===== src/rtl/jtag_tap_pkg.sv =====
package jtag_tap_pkg;

  localparam int IrLen = 4;
  typedef logic [IrLen-1:0] irCode_t;

  localparam irCode_t OpExtest  = 4'b0000;
  localparam irCode_t OpSample  = 4'b0011;
  localparam irCode_t OpHighz   = 4'b0111;
  localparam irCode_t OpClampz  = 4'b1001;
  localparam irCode_t OpIntest  = 4'b1100;
  localparam irCode_t OpBypass  = 4'b1111;
  localparam irCode_t IrCaptVal = 4'b0001;

  typedef enum logic [3:0] {
    ST_TLR, ST_RTI,
    ST_SEL_DR, ST_CAP_DR, ST_SHIFT_DR, ST_EXIT1_DR, ST_PAUSE_DR, ST_EXIT2_DR, ST_UPD_DR,
    ST_SEL_IR, ST_CAP_IR, ST_SHIFT_IR, ST_EXIT1_IR, ST_PAUSE_IR, ST_EXIT2_IR, ST_UPD_IR
  } tapState_e;

  // strobes from the controller to the datapath
  typedef struct packed {
    logic tlr;
    logic capIr;
    logic shiftIr;
    logic updIr;
    logic capDr;
    logic shiftDr;
    logic updDr;
  } tapStrobe_t;

  // decoded instruction controls
  typedef struct packed {
    logic bsrSel;
    logic drvEn;
    logic drvFromBsr;
    logic coreFromBsr;
  } drvCtl_t;

endpackage


===== src/rtl/tap_ctrl.sv =====
module tap_ctrl
  import jtag_tap_pkg::*;
(
  input  logic       tck,
  input  logic       trstN,
  input  logic       tms,
  output tapState_e  curState,
  output tapStrobe_t strb
);

  tapState_e nextState;

  always_comb begin
    nextState = curState;
    unique case (curState)
      ST_TLR:      nextState = tms ? ST_TLR      : ST_RTI;
      ST_RTI:      nextState = tms ? ST_SEL_DR   : ST_RTI;
      ST_SEL_DR:   nextState = tms ? ST_SEL_IR   : ST_CAP_DR;
      ST_CAP_DR:   nextState = tms ? ST_EXIT1_DR : ST_SHIFT_DR;
      ST_SHIFT_DR: nextState = tms ? ST_EXIT1_DR : ST_SHIFT_DR;
      ST_EXIT1_DR: nextState = tms ? ST_UPD_DR   : ST_PAUSE_DR;
      ST_PAUSE_DR: nextState = tms ? ST_EXIT2_DR : ST_PAUSE_DR;
      ST_EXIT2_DR: nextState = tms ? ST_UPD_DR   : ST_SHIFT_DR;
      ST_UPD_DR:   nextState = tms ? ST_SEL_DR   : ST_RTI;
      ST_SEL_IR:   nextState = tms ? ST_TLR      : ST_CAP_IR;
      ST_CAP_IR:   nextState = tms ? ST_EXIT1_IR : ST_SHIFT_IR;
      ST_SHIFT_IR: nextState = tms ? ST_EXIT1_IR : ST_SHIFT_IR;
      ST_EXIT1_IR: nextState = tms ? ST_UPD_IR   : ST_PAUSE_IR;
      ST_PAUSE_IR: nextState = tms ? ST_EXIT2_IR : ST_PAUSE_IR;
      ST_EXIT2_IR: nextState = tms ? ST_UPD_IR   : ST_SHIFT_IR;
      ST_UPD_IR:   nextState = tms ? ST_SEL_DR   : ST_RTI;
      default:     nextState = ST_TLR;
    endcase
  end

  always_ff @(posedge tck or negedge trstN) begin
    if (!trstN) curState <= ST_TLR;
    else        curState <= nextState;
  end

  always_comb begin
    strb.tlr     = (curState == ST_TLR);
    strb.capIr   = (curState == ST_CAP_IR);
    strb.shiftIr = (curState == ST_SHIFT_IR);
    strb.updIr   = (curState == ST_UPD_IR);
    strb.capDr   = (curState == ST_CAP_DR);
    strb.shiftDr = (curState == ST_SHIFT_DR);
    strb.updDr   = (curState == ST_UPD_DR);
  end

endmodule


===== src/rtl/tap_ir_decode.sv =====
module tap_ir_decode
  import jtag_tap_pkg::*;
(
  input  irCode_t instr,
  output drvCtl_t ctl
);

  always_comb begin
    // bypass with normal drivers unless a listed code says otherwise
    ctl = '{bsrSel: 1'b0, drvEn: 1'b1, drvFromBsr: 1'b0, coreFromBsr: 1'b0};
    unique case (instr)
      OpExtest: ctl = '{bsrSel: 1'b1, drvEn: 1'b1, drvFromBsr: 1'b1, coreFromBsr: 1'b0};
      OpSample: ctl = '{bsrSel: 1'b1, drvEn: 1'b1, drvFromBsr: 1'b0, coreFromBsr: 1'b0};
      OpIntest: ctl = '{bsrSel: 1'b1, drvEn: 1'b1, drvFromBsr: 1'b1, coreFromBsr: 1'b1};
      OpHighz:  ctl = '{bsrSel: 1'b0, drvEn: 1'b0, drvFromBsr: 1'b0, coreFromBsr: 1'b0};
      OpClampz: ctl = '{bsrSel: 1'b0, drvEn: 1'b0, drvFromBsr: 1'b1, coreFromBsr: 1'b0};
      default:  ;
    endcase
  end

endmodule


===== src/rtl/tap_dp.sv =====
module tap_dp
  import jtag_tap_pkg::*;
(
  input  logic       tck,
  input  logic       trstN,
  input  logic       tdi,
  input  logic       bsrTdo,
  input  tapStrobe_t strb,
  output irCode_t    curInstr,
  output drvCtl_t    ctl,
  output logic       tdo,
  output logic       tdoOe
);

  irCode_t irShift;
  logic    bypassBit;
  logic    tdoNext;

  // instruction shift stage: capture fixed pattern, shift toward bit 0
  always_ff @(posedge tck or negedge trstN) begin
    if (!trstN)            irShift <= IrCaptVal;
    else if (strb.capIr)   irShift <= IrCaptVal;
    else if (strb.shiftIr) irShift <= {tdi, irShift[IrLen-1:1]};
  end

  // current instruction: changes only in update or logic reset
  always_ff @(posedge tck or negedge trstN) begin
    if (!trstN)          curInstr <= OpBypass;
    else if (strb.tlr)   curInstr <= OpBypass;
    else if (strb.updIr) curInstr <= irShift;
  end

  tap_ir_decode u_dec (
    .instr (curInstr),
    .ctl   (ctl)
  );

  // single bypass bit, only touched while it is the selected register
  always_ff @(posedge tck or negedge trstN) begin
    if (!trstN)                          bypassBit <= 1'b0;
    else if (strb.capDr && !ctl.bsrSel)   bypassBit <= 1'b0;
    else if (strb.shiftDr && !ctl.bsrSel) bypassBit <= tdi;
  end

  always_comb begin
    if (strb.shiftIr)     tdoNext = irShift[0];
    else if (ctl.bsrSel)  tdoNext = bsrTdo;
    else                  tdoNext = bypassBit;
  end

  // output stage retimed to the falling edge
  always_ff @(negedge tck or negedge trstN) begin
    if (!trstN) begin
      tdo   <= 1'b0;
      tdoOe <= 1'b0;
    end else begin
      tdo   <= tdoNext;
      tdoOe <= strb.shiftIr | strb.shiftDr;
    end
  end

endmodule


===== src/rtl/jtag_tap_decode.sv =====
module jtag_tap_decode
  import jtag_tap_pkg::*;
(
  input  logic tck,
  input  logic trstN,
  input  logic tms,
  input  logic tdi,
  input  logic bsrTdo,
  output logic tdo,
  output logic tdoOe,
  output logic bsrSelect,
  output logic drCapture,
  output logic drShift,
  output logic drUpdate,
  output logic outEnable,
  output logic padFromBsr,
  output logic coreFromBsr
);

  tapState_e  curState;
  tapStrobe_t strb;
  irCode_t    curInstr;
  drvCtl_t    ctl;

  tap_ctrl u_ctrl (
    .tck      (tck),
    .trstN    (trstN),
    .tms      (tms),
    .curState (curState),
    .strb     (strb)
  );

  tap_dp u_dp (
    .tck      (tck),
    .trstN    (trstN),
    .tdi      (tdi),
    .bsrTdo   (bsrTdo),
    .strb     (strb),
    .curInstr (curInstr),
    .ctl      (ctl),
    .tdo      (tdo),
    .tdoOe    (tdoOe)
  );

  assign bsrSelect   = ctl.bsrSel;
  assign outEnable   = ctl.drvEn;
  assign padFromBsr  = ctl.drvFromBsr;
  assign coreFromBsr = ctl.coreFromBsr;
  assign drCapture   = strb.capDr;
  assign drShift     = strb.shiftDr;
  assign drUpdate    = strb.updDr;

endmodule


===== config.mk =====
export PLATFORM = sky130hd
export DESIGN_NAME = jtag_tap_decode
export DESIGN_NICKNAME = d
export VERILOG_FILES = /design/src/rtl/jtag_tap_pkg.sv /design/src/rtl/tap_ctrl.sv /design/src/rtl/tap_ir_decode.sv /design/src/rtl/tap_dp.sv /design/src/rtl/jtag_tap_decode.sv
export SDC_FILE = /design/constraint.sdc
export NUM_CORES = 1
export LEC_CHECK = 0
export BUFFER_PORTS_ARGS = -buffer_cell sky130_fd_sc_hd__buf_2
export CAP_MARGIN = 20
export CORE_UTILIZATION = 50
export CTS_CLUSTER_DIAMETER = 60
export DETAILED_ROUTE_END_ITERATION = 16
export PLACE_DENSITY = 0.72
export REMOVE_ABC_BUFFERS = 1
export SLEW_MARGIN = 15
export SYNTH_ARGS = -nofsm -noshare
export SYNTH_HDL_FRONTEND = slang
export SYNTH_HIERARCHICAL = 1
export SYNTH_SLANG_ARGS = --single-unit

===== constraint.sdc =====
create_clock -name tck -period 1.9 [get_ports tck]
set_input_delay 0.285 -clock tck [delete_from_list [all_inputs] [get_ports tck]]
set_output_delay 0.285 -clock tck [all_outputs]
set_load 0.005 [all_outputs]

==> results.md <==
* Final setup viols at 5
* CTS clk-pin slew, worst paths at ~0.09 ns
* Layout Skew at just over 0.008 ns
* Net switching power at roughly 700 µW
* Logic pwr share at approximately 57%
* Clk pwr share at 10.1%
* DRT iter0 DRCs at 30
* Drt drc at 1
* Drt total wl at 2060 µm
* CTS tree: done
* Setup WS post-layout at -0.503 ns
* Worst min path class: input port to flip-flop
* Maximum VDD drop at just under 900 µV
* Hold depth at 2
* Family with the most delay on the worst path: flip-flops
* Rel. slew slack at between 50% and 60%
* Vert. Die Dim at 43.8 µm
* Async S/R FF share, synth at 100%
* Sink Count at 15
* Worst EP arrival at approximately 1.6 ns
* Area leader, netlist: dfrtp_1
* Syn Inst Count at slightly above 90
* PortBufs at 13
* Fin cells at about 140
* RePlAce Congestion at 0.811
* Synth Cell Area at between 800 and 900 µm²
* Final nets at around 130
* Cell Int Power at 1110 µW
* Startpoint types: flip-flop
* Synth Flop Type: dfrtp_1
* Starting density of the core at 55.4%
* Core area at 0.00158 mm²
* Placed Cells at about 140
* Vias in the first global route at about 800
* Die area at ~0.0019 mm²
* RSZ-0062 raised after global routing: yes
* Nature of the critical path endpoint: flip-flop
* Root buf cell: clkbuf_4
* Pleak at between 0.0005 and 0.0006 µW
* Fin. max-slew vios at 0
* Post-synthesis sequential area ratio at 43.7%
* Fill cell count at roughly 120
* DR vias at just over 800
* Unique cell type count in the Yosys netlist at 37
* Reg area at between 300 and 400 µm²
* CP peak stage delay at 0.57 ns
* Fin Hold WS at roughly 0.27 ns
* Crit path depth at 5
* Layout area overhead at 34.1%
* Initial antenna violation count at 0
* Diode count at 0
* GRT Total Usage at around 24%
* Pwr/cell area at about 1500 mW/mm²
* Synthesis warning total at 6
* Critical path class: flip-flop to flip-flop
* Crit Path Max Fanout at 3
* First-pass DRT Iterations at 10
* Synth top area share at a little under a quarter
* Power share of the sequential group at around a third
* Final ANT Viol Nets at 0
* Largest net degree at the start of global routing at 16
* CP cell instances: xor2_2 -> o31ai_2 -> buf_4 -> mux2i_2 -> o21ai_1
* Layout cell share with drive strength beyond 1 at ~40%
* First-pass GRT wire length at between 3000 and 4000 µm
* Htree depth at 1
* Failing checks: DRC, setup timing
* Worst Reg-to-Reg Cells at 5
* DR vias/cell at about 5.6
* Area contributors post-synth: dfrtp_1, dfstp_2, dfrtn_1
* Fin. Hold Viols at 0
* GR Overflow Total at 0
* Worst Tran Pin Value at ~0.65 ns
* Status: complete, but fails checks
* Worst skew pair latency at between 0.2 and 0.3 ns
* Post-DP HPWL at 1450 µm
* Post-synth EDFFs at 0
* TritonCTS Buffers at 3
* Setup TNS at -0.853 ns
* Slowest library cell on the worst path: dfstp_2
* # rows at 14
* Data required, critical path at between 1 and 1.5 ns
* Switch share at just under 40%
* Max Buffers Root-to-Sink at 2
* Syn Area/Cell at 9.49 µm²
* IO Count at 14
* Die W at roughly 44 µm
* Multi-input logic area at 484 µm²
* Register bit count reported by yosys at 15
* Max Cap Viol at 0
* CP bufs+invs at 1
* WL/cell at 14.3 µm
* Setup slack at placement at -0.510 ns
## power by group through the flow
stage / logic [µW] / clock network, µW / registers [µW]
after detailed placement: 952 / 0 / 587
after global routing: 1130 / 193 / 616
after CTS: 984 / 188 / 587
after global placement: 915 / 0 / 582
final: 1020 / 183 / 599
after floorplan: 430 / 0 / 664
## cell usage in the layout (no fill, tap or decap), drive strengths merged, types with 2 or more instances in the layout
cell type / instances
dfrtp: 8
nor2b: 7
buf: 36
nor3: 3
a211o: 5
dfstp: 5
or2: 2
o21ai: 5
nor4: 2
nor2: 8
dfrtn: 2
o31ai: 2
nor3b: 2
clkbuf: 4
a21oi: 2
inv: 3
mux2i: 5
nand4bb: 2
nand2: 9
## worst paths after layout
kind | slack, ns | startpoint | to
max in group asynchronous | 0.35 | trstN | u_dp/tdo
worst min-delay path | 0.27 | tms | u_ctrl/curState[2]
worst min register to register | 0.53 | u_dp/irShift[2] | u_dp/curInstr[2]
worst max register to register | -0.50 | u_dp/curInstr[3] | u_dp/tdo
min in group asynchronous | 0.43 | trstN | u_ctrl/curState[0]
worst max-delay path | -0.50 | u_dp/curInstr[3] | u_dp/tdo
## cells by family after synthesis
| group | after synthesis | synth area share (%) |
|---|---|---|
| compound gates | 23 | 19.3 |
| xor+xnor | 1 | 1.00 |
| buf+inv | 8 | 4.44 |
| flops | 15 | 43.7 |
| mux | 5 | 5.73 |
| simple gates | 40 | 25.8 |
## cells in the mapped netlist (2+ instances only)
cell / n
o31ai_1: 2
nand2_1: 9
a21oi_1: 2
nor2_1: 8
nor3b_1: 2
nand4bb_1: 2
buf_2: 4
nor2b_1: 7
inv_1: 2
mux2i_1: 5
dfstp_2: 5
dfrtn_1: 2
nor4_1: 2
nor3_1: 3
dfrtp_1: 8
o21ai_0: 4
a211o_1: 5
## per-layer routing
| metal | vias to the layer above | part of all wire [%] | global-route usage, % |
|---|---|---|---|
| met5 | - | 0 | 0 |
| met2 | 23 | 48 | 38.8 |
| li1 | 405 | - | - |
| met3 | 4 | 4.4 | 2.50 |
| met1 | 380 | 46 | 32.1 |
| met4 | 0 | 1.3 | 13.1 |
## stage by stage
| stage | utilization [%] | cell area (µm²) | power (µW) |
|---|---|---|---|
| after floorplan | - | 846 | 1090 |
| after global placement | 69.0 | 1090 | 1500 |
| after detailed placement | 69.0 | 1090 | 1540 |
| after CTS | 72.8 | 1150 | 1760 |
| after global routing | 74.3 | 1170 | 1940 |
| final | 74.3 | 1170 | 1800 |
## registers in the layout (all words and copies together) (netlist names)
signal / count
u_dp/irShift: 4
u_dp/tdoOe: 1
u_dp/bypassBit: 1
u_dp/curInstr: 4
u_ctrl/curState: 4
u_dp/tdo: 1
## final cells by class
class / count / area share (%)
sequential: 15 / 32.6
inverter: 3 / 0.962
clock buffer: 4 / 2.24
tap: 16 / 1.71
multi-input combinational: 69 / 41.3
timing repair buffer: 37 / 21.2
## worst reg2reg max path: stages (launching register included)
cell and delay [ns]:
dfstp_2 0.57, xor2_2 0.08, o31ai_2 0.22, buf_4 0.15, mux2i_2 0.21, o21ai_1 0.08
## repair_timing
action	CTS	global route
resized for setup	4	3
pin swaps	0	1
setup buffers	1	1
hold buffers	1	0
endpoints found under the hold margin	8	0
endpoints found under the setup margin	4	4
Power figures use the tool's default switching activity.
